## src/rtl/ssp_pkg.sv

```systemverilog
package ssp_pkg;
  localparam int unsigned CNT_W = 6;

  // width code -> bit count: 0..3 -> 8,16,24,32
  function automatic logic [CNT_W-1:0] word_bits(input logic [1:0] code);
    logic [CNT_W-1:0] r;
    r = ({{(CNT_W-2){1'b0}}, code} + 6'd1) << 3;
    return r;
  endfunction
endpackage

```

## src/rtl/ssp_bclk_gen.sv

```systemverilog
module ssp_bclk_gen #(
  parameter int unsigned DIV_W = 8,
  parameter int unsigned CNT_W = 6
) (
  input  logic             clk_i,
  input  logic             rst_ni,
  input  logic             en_i,
  input  logic [DIV_W-1:0] div_i,
  input  logic [CNT_W-1:0] bits_i,
  output logic             ph_o,
  output logic             fs_o,
  output logic             sample_o,
  output logic             launch_o
);
  logic [DIV_W-2:0] cnt_q;
  logic [DIV_W-2:0] half;
  logic [CNT_W-1:0] slot_q, slot_nx;
  logic             ph_q, fs_q, tick;

  assign half    = div_i[DIV_W-1:1];
  assign tick    = en_i && (cnt_q == '0);
  // slots 0..bits; reset value all-ones wraps to slot 0 on first launch
  assign slot_nx = (slot_q >= bits_i) ? '0 : slot_q + 1'b1;

  always_ff @(posedge clk_i or negedge rst_ni) begin
    if (!rst_ni) begin
      cnt_q  <= '0;
      ph_q   <= 1'b0;
      fs_q   <= 1'b0;
      slot_q <= '1;
    end else if (!en_i) begin
      cnt_q  <= '0;
      ph_q   <= 1'b0;
      fs_q   <= 1'b0;
      slot_q <= '1;
    end else if (tick) begin
      cnt_q <= half - 1'b1;
      ph_q  <= ~ph_q;
      if (ph_q) begin
        slot_q <= slot_nx;
        fs_q   <= (slot_nx == '0);
      end
    end else begin
      cnt_q <= cnt_q - 1'b1;
    end
  end

  assign ph_o     = ph_q;
  assign fs_o     = fs_q;
  assign sample_o = tick & ~ph_q;
  assign launch_o = tick & ph_q;
endmodule

```

## src/rtl/ssp_slave_front.sv

```systemverilog
module ssp_slave_front #(
  parameter int unsigned SYNC_STAGES = 2
) (
  input  logic clk_i,
  input  logic rst_ni,
  input  logic edge_i,
  input  logic bclk_i,
  input  logic fs_i,
  input  logic rxd_i,
  output logic fs_o,
  output logic rxd_o,
  output logic sample_o,
  output logic launch_o
);
  logic [SYNC_STAGES-1:0][2:0] stg_q;
  logic ph, ph_prev_q;

  always_ff @(posedge clk_i or negedge rst_ni) begin
    if (!rst_ni) begin
      stg_q     <= '0;
      ph_prev_q <= 1'b0;
    end else begin
      stg_q[0] <= {bclk_i, fs_i, rxd_i};
      for (int i = 1; i < SYNC_STAGES; i++) stg_q[i] <= stg_q[i-1];
      ph_prev_q <= ph;
    end
  end

  assign ph       = stg_q[SYNC_STAGES-1][2] ^ edge_i;
  assign fs_o     = stg_q[SYNC_STAGES-1][1];
  assign rxd_o    = stg_q[SYNC_STAGES-1][0];
  assign sample_o = ph & ~ph_prev_q;
  assign launch_o = ~ph & ph_prev_q;
endmodule

```

## src/rtl/ssp_tx.sv

```systemverilog
module ssp_tx #(
  parameter int unsigned DATA_W = 32,
  parameter int unsigned CNT_W  = 6
) (
  input  logic              clk_i,
  input  logic              rst_ni,
  input  logic [CNT_W-1:0]  bits_i,
  input  logic              start_i,
  input  logic              launch_i,
  input  logic [DATA_W-1:0] tx_data_i,
  input  logic              tx_valid_i,
  output logic              tx_ready_o,
  output logic              txd_o,
  output logic              underrun_o
);
  logic [DATA_W-1:0] hold_q, sh_q;
  logic [CNT_W-1:0]  cnt_q, shamt;
  logic              full_q, accept;

  assign accept     = tx_valid_i & ~full_q;
  assign tx_ready_o = ~full_q;
  assign shamt      = CNT_W'(DATA_W) - bits_i;

  always_ff @(posedge clk_i or negedge rst_ni) begin
    if (!rst_ni) begin
      hold_q     <= '0;
      full_q     <= 1'b0;
      sh_q       <= '0;
      cnt_q      <= '0;
      txd_o      <= 1'b0;
      underrun_o <= 1'b0;
    end else begin
      if (accept) hold_q <= tx_data_i;
      full_q     <= start_i ? accept : (full_q | accept);
      underrun_o <= start_i & ~full_q;
      if (start_i) begin
        cnt_q <= bits_i;
        sh_q  <= full_q ? (hold_q << shamt) : '0;  // left-align word
      end else if (launch_i) begin
        if (cnt_q != '0) begin
          txd_o <= sh_q[DATA_W-1];
          sh_q  <= sh_q << 1;
          cnt_q <= cnt_q - 1'b1;
        end else begin
          txd_o <= 1'b0;
        end
      end
    end
  end
endmodule

```

## src/rtl/ssp_rx.sv

```systemverilog
module ssp_rx #(
  parameter int unsigned DATA_W = 32,
  parameter int unsigned CNT_W  = 6
) (
  input  logic              clk_i,
  input  logic              rst_ni,
  input  logic [CNT_W-1:0]  bits_i,
  input  logic              start_i,
  input  logic              sample_i,
  input  logic              rxd_i,
  input  logic              rx_ready_i,
  output logic [DATA_W-1:0] rx_data_o,
  output logic              rx_valid_o,
  output logic              overrun_o
);
  logic [DATA_W-1:0] sh_q, sh_nx;
  logic [CNT_W-1:0]  cnt_q;
  logic              pend_q, pend_nx, done;

  assign sh_nx   = {sh_q[DATA_W-2:0], rxd_i};
  assign done    = sample_i & ~start_i & (cnt_q == CNT_W'(1));
  assign pend_nx = (rx_valid_o | pend_q) & ~rx_ready_i;

  always_ff @(posedge clk_i or negedge rst_ni) begin
    if (!rst_ni) begin
      sh_q       <= '0;
      cnt_q      <= '0;
      pend_q     <= 1'b0;
      rx_data_o  <= '0;
      rx_valid_o <= 1'b0;
      overrun_o  <= 1'b0;
    end else begin
      rx_valid_o <= done;
      overrun_o  <= done & pend_nx;
      pend_q     <= done ? 1'b0 : pend_nx;
      if (done) rx_data_o <= sh_nx;
      if (start_i) begin
        sh_q  <= '0;  // sync slot bit is dropped
        cnt_q <= bits_i;
      end else if (sample_i && cnt_q != '0) begin
        sh_q  <= sh_nx;
        cnt_q <= cnt_q - 1'b1;
      end
    end
  end
endmodule

```

## src/rtl/sync_serial_port.sv

```systemverilog
module sync_serial_port #(
  parameter int unsigned DATA_W      = 32,
  parameter int unsigned DIV_W       = 8,
  parameter int unsigned SYNC_STAGES = 2
) (
  input  logic              clk_i,
  input  logic              rst_ni,
  input  logic              cfg_master_i,
  input  logic [1:0]        cfg_width_i,
  input  logic              cfg_fs_low_i,
  input  logic              cfg_edge_i,
  input  logic [DIV_W-1:0]  cfg_div_i,
  input  logic              bclk_i,
  input  logic              fs_i,
  input  logic              rxd_i,
  output logic              bclk_o,
  output logic              fs_o,
  output logic              txd_o,
  input  logic [DATA_W-1:0] tx_data_i,
  input  logic              tx_valid_i,
  output logic              tx_ready_o,
  output logic              tx_underrun_o,
  output logic [DATA_W-1:0] rx_data_o,
  output logic              rx_valid_o,
  input  logic              rx_ready_i,
  output logic              rx_overrun_o
);
  import ssp_pkg::*;

  logic [CNT_W-1:0] bits;
  logic m_ph, m_fs, m_sample, m_launch;
  logic s_fs, s_rxd, s_sample, s_launch;
  logic sample_ev, launch_ev, fs_act, rxd_eff, start;

  assign bits = word_bits(cfg_width_i);

  ssp_bclk_gen #(.DIV_W(DIV_W), .CNT_W(CNT_W)) u_gen (
    .clk_i, .rst_ni, .en_i(cfg_master_i), .div_i(cfg_div_i), .bits_i(bits),
    .ph_o(m_ph), .fs_o(m_fs), .sample_o(m_sample), .launch_o(m_launch)
  );

  ssp_slave_front #(.SYNC_STAGES(SYNC_STAGES)) u_front (
    .clk_i, .rst_ni, .edge_i(cfg_edge_i), .bclk_i, .fs_i, .rxd_i,
    .fs_o(s_fs), .rxd_o(s_rxd), .sample_o(s_sample), .launch_o(s_launch)
  );

  assign sample_ev = cfg_master_i ? m_sample : s_sample;
  assign launch_ev = cfg_master_i ? m_launch : s_launch;
  assign fs_act    = cfg_master_i ? m_fs : (s_fs ^ cfg_fs_low_i);
  assign rxd_eff   = cfg_master_i ? rxd_i : s_rxd;
  assign start     = sample_ev & fs_act;

  assign bclk_o = m_ph ^ cfg_edge_i;
  assign fs_o   = m_fs ^ cfg_fs_low_i;

  ssp_tx #(.DATA_W(DATA_W), .CNT_W(CNT_W)) u_tx (
    .clk_i, .rst_ni, .bits_i(bits), .start_i(start), .launch_i(launch_ev),
    .tx_data_i, .tx_valid_i, .tx_ready_o, .txd_o, .underrun_o(tx_underrun_o)
  );

  ssp_rx #(.DATA_W(DATA_W), .CNT_W(CNT_W)) u_rx (
    .clk_i, .rst_ni, .bits_i(bits), .start_i(start), .sample_i(sample_ev),
    .rxd_i(rxd_eff), .rx_ready_i, .rx_data_o, .rx_valid_o, .overrun_o(rx_overrun_o)
  );
endmodule

```

## config.mk

```make
export PLATFORM = sky130hd
export DESIGN_NAME = sync_serial_port
export DESIGN_NICKNAME = d
export VERILOG_FILES = /design/src/rtl/ssp_pkg.sv /design/src/rtl/ssp_bclk_gen.sv /design/src/rtl/ssp_slave_front.sv /design/src/rtl/ssp_tx.sv /design/src/rtl/ssp_rx.sv /design/src/rtl/sync_serial_port.sv
export SDC_FILE = /design/constraint.sdc
export NUM_CORES = 1
export LEC_CHECK = 0
export BUFFER_PORTS_ARGS = -buffer_cell sky130_fd_sc_hd__buf_4
export CAP_MARGIN = 25
export CELL_PAD_IN_SITES_DETAIL_PLACEMENT = 0
export CELL_PAD_IN_SITES_GLOBAL_PLACEMENT = 2
export CORE_ASPECT_RATIO = 0.75
export CORE_MARGIN = 1
export CORE_UTILIZATION = 41
export CTS_BUF_LIST = sky130_fd_sc_hd__clkbuf_4 sky130_fd_sc_hd__clkbuf_8
export DETAILED_ROUTE_END_ITERATION = 12
export GPL_TIMING_DRIVEN = 0
export PLACE_DENSITY = 0.9
export SETUP_SLACK_MARGIN = 0.05
export SLEW_MARGIN = 25
export SYNTH_ARGS = -nofsm -noshare
export SYNTH_HDL_FRONTEND = slang
export SYNTH_HIERARCHICAL = 1
export SYNTH_SLANG_ARGS = --single-unit
```

## constraint.sdc

```tcl
create_clock -name clk_i -period 3.1 [get_ports clk_i]
set_input_delay 0.31 -clock clk_i [delete_from_list [all_inputs] [get_ports clk_i]]
set_output_delay 0.31 -clock clk_i [all_outputs]
set_load 0.005 [all_outputs]
```

==> impl_metrics.tcl <==
set metrics [dict create \
    r2r_setup_slack_ps 310 \
    path_clk_slew_ps 100 \
    ff2ff_path_depth 11 \
    crit_chain "nor4_4 -> and3_1 -> buf_6 -> nand2_4 -> clkinv_4 -> mux2_2 -> o41ai_2 -> clkbuf_1 -> nor2_1 -> o22ai_1 -> o22a_1" \
    min-delay-start "tx_data_i[4]" \
    finalClockSkew_ps 17.6 \
    dpl.hpwl_um 19100 \
    cts_made_buffers 17 \
    netlist_instances 892 \
    die_h_um 136 \
    antenna_cells 0 \
    syn2layout_area_growth_pct 16.6 \
    synth.most_common_cell "dfrtp_1" \
    clk_path_buf_depth 2 \
    top_usage_layer "met1" \
    routedWlPerCell_um 19.6 \
    seq_area_frac_synth 0.427 \
    regArea_mm2 0.00419 \
    synth_common_cells "dfrtp_1, nand3_1, nand2_1, nor2_1, mux2_2" \
    cp.arrival_ps 3160 \
    cap_violations 0 \
    multi_input_area_mm2 0.00515 \
    irDropWorstVdd_uv 378 \
    synth_edf_count 0 \
    synth-seq-cells 167 \
    io_pins 91 \
    grt_max_degree 90 \
    p_leak_nw 5.00 \
    use_met2 0.319 \
    crit_required_ps 3460 \
    slowest_delay_ps 440 \
    hold_path_depth 2 \
    placedCellCount 1298 \
    met1_usage 0.346 \
    ant_nets 0 \
    rows 48 \
    finalSetupViolCount 0 \
    finalMaxSlewViolations 0 \
    worst_pin_slew_ps 1020 \
    crit_type "register to register" \
    htreeDepth 4 \
    critPathSlowestCell "dfrtp_1" \
    grtUsageTotal 0.224 \
    critPathCaptureType "register" \
    fin_crit_ps 2790 \
    syn_area_mm2 0.00980 \
    cp-startpoint "u_gen/cnt_q[5]" \
    drtPass1Iterations 5 \
    drive_gt1_frac 0.290 \
    clock.fmax_mhz 358 \
    layout.nets 1091 \
    cts-root-buf "clkbuf_8" \
    grt_first_pass_wirelength_um 42700 \
    fillers 2155 \
    outcome "finished clean" \
    fin_hold_ws_ps 59.6 \
    insertion_delay_ps 470 \
    rsz0062_at_grt "no" \
    antenna_found_initial 0 \
    place_congestion 0.918 \
    synth_area_leaders "dfrtp_1, mux4_2, mux2_2" \
    cts_tree "built" \
    met3_usage 0.0421 \
    viasPerCell 5.77 \
    vias 7708 \
    fp.dieW_um 181 \
    critPathLaunchType "register" \
    drcViolationCount 0 \
    grt-ovfl-total 0 \
    clock_sinks 167 \
    initial_core_util 0.422 \
    synthArstFlopShare 1.00 \
    first_global_vias 7552 \
    core_area_mm2 0.0232 \
    synth_top_area_share 0.411 \
    synth_warnings 6 \
    path_buf_inv 3 \
    synth_flop_cell "dfrtp_1" \
    cp_max_fo 10 \
    fin_crit_sh 0.901 \
    final_cells 1337 \
    synth_cell_types 84 \
    hold_viol_final 0 \
    yosys.area.top_type "dfrtp_1" \
    hp-class "input port to register" \
    crit_family "simple AND/OR/NAND/NOR gates" \
    powerDensity_mw_per_mm2 705 \
    io_buffers 89 \
    postSynthAreaPerCell_um2 11.0 \
    relSlewSlack 0.312 \
    wl_um 26200 \
    dieArea_mm2 0.0245 \
    path_depth 11 \
    drt_iter0_markers 724 \
    regToRegStartpoint "u_gen/cnt_q[5]" \
]
==> metrics by stage <==
step | area [µm²] | worst slack (ps) | total power [mW] | utilization | setup TNS (ps)
finish | 11400 | 306 | 8.06 | 0.491 | 0
global route | 11400 | 77.8 | 8.56 | 0.491 | 0
CTS | 11400 | 58.7 | 8.03 | 0.491 | 0
detailed placement | 10900 | -364 | 6.40 | 0.471 | -6990
global placement | 10900 | -710 | 6.34 | 0.469 | -17790
floorplan | 9860 | 231 | 5.47 | - | 0
==> state kept, by name (all words and copies together), names as in the netlist, 4 cells and up <==
register and flops:
u_rx/rx_data_o 32, u_tx/hold_q 32, u_tx/sh_q 32, u_rx/sh_q 31
u_gen/cnt_q 7, u_gen/slot_q 6, u_rx/cnt_q 6, u_tx/cnt_q 6
u_front/stg_q 4
==> power by group <==
part           switching (mW)  leakage (nW)  internal (mW)  total [mW]
Clock                   0.900         0.196          0.690        1.59
Combinational            1.56          2.70           1.49        3.05
Sequential              0.620          2.11           2.79        3.41
Total                    3.08          5.00           4.97        8.06
==> per-layer routing <==
| metal | vias up | share of wire |
|---|---|---|
| li1 | 3574 | - |
| met1 | 3848 | 0.50 |
| met2 | 263 | 0.42 |
| met3 | 23 | 0.064 |
| met4 | 0 | 0.011 |
| met5 | - | 0 |
==> cell usage in the layout (no fill, tap or decap), drive strengths merged, types with 5 or more instances in the layout <==
master    n
clkbuf   59
mux2i    17
nand3    78
a21oi    37
nor2     63
o311ai   16
nand2    66
xnor2    13
mux4     35
o22ai    16
o211ai    7
ha       15
inv      40
xor2      8
dfrtp   161
nor3      9
dfstp     6
buf     119
a31oi     9
o21a     10
mux2     78
o22a      8
o221ai   16
and3      7
nand4     5
o21ai    35
conb     17
clkinv    7
==> final cells by class <==
| cell class | instances | share of cell area |
|---|---|---|
| Sequential cell | 167 | 0.366 |
| Clock inverter | 13 | 0.0125 |
| Clock buffer | 19 | 0.0223 |
| Buffer | 66 | 0.0355 |
| Timing Repair Buffer | 97 | 0.0670 |
| Tap cell | 300 | 0.0329 |
| Inverter | 37 | 0.0126 |
| Multi-Input combinational cell | 638 | 0.451 |
==> timing repair <==
item | 4_1_cts | 5_1_grt
pin swaps | 1 | 0
endpoints found under the setup margin | 26 | 28
hold buffers | 4 | 0
hold endpoints to repair | 75 | 0
setup buffers | 2 | 1
gates resized for setup | 1 | 3
==> cell families (layout without fill, tap and decap cells) <==
| family | after synthesis | after routing | share of synthesized area |
|---|---|---|---|
| flops | 167 | 167 | 0.427 |
| simple gates | 259 | 259 | 0.132 |
| mux | 130 | 130 | 0.200 |
| buf+inv | 103 | 232 | 0.0561 |
| fa+ha+maj | 15 | 15 | 0.0192 |
| xor+xnor | 21 | 21 | 0.0188 |
| compound gates | 196 | 196 | 0.146 |
| other cells | 1 | 17 | 0.000383 |
==> worst paths after layout <==
check,to
max,u_tx/sh_q[24]
min,u_tx/hold_q[4]
max in group asynchronous,u_tx/sh_q[28]
max reg2reg,u_tx/sh_q[24]
min reg2reg,u_front/rxd_o
min in group asynchronous,u_rx/rx_valid_o
(Power assumes the default switching activity.)
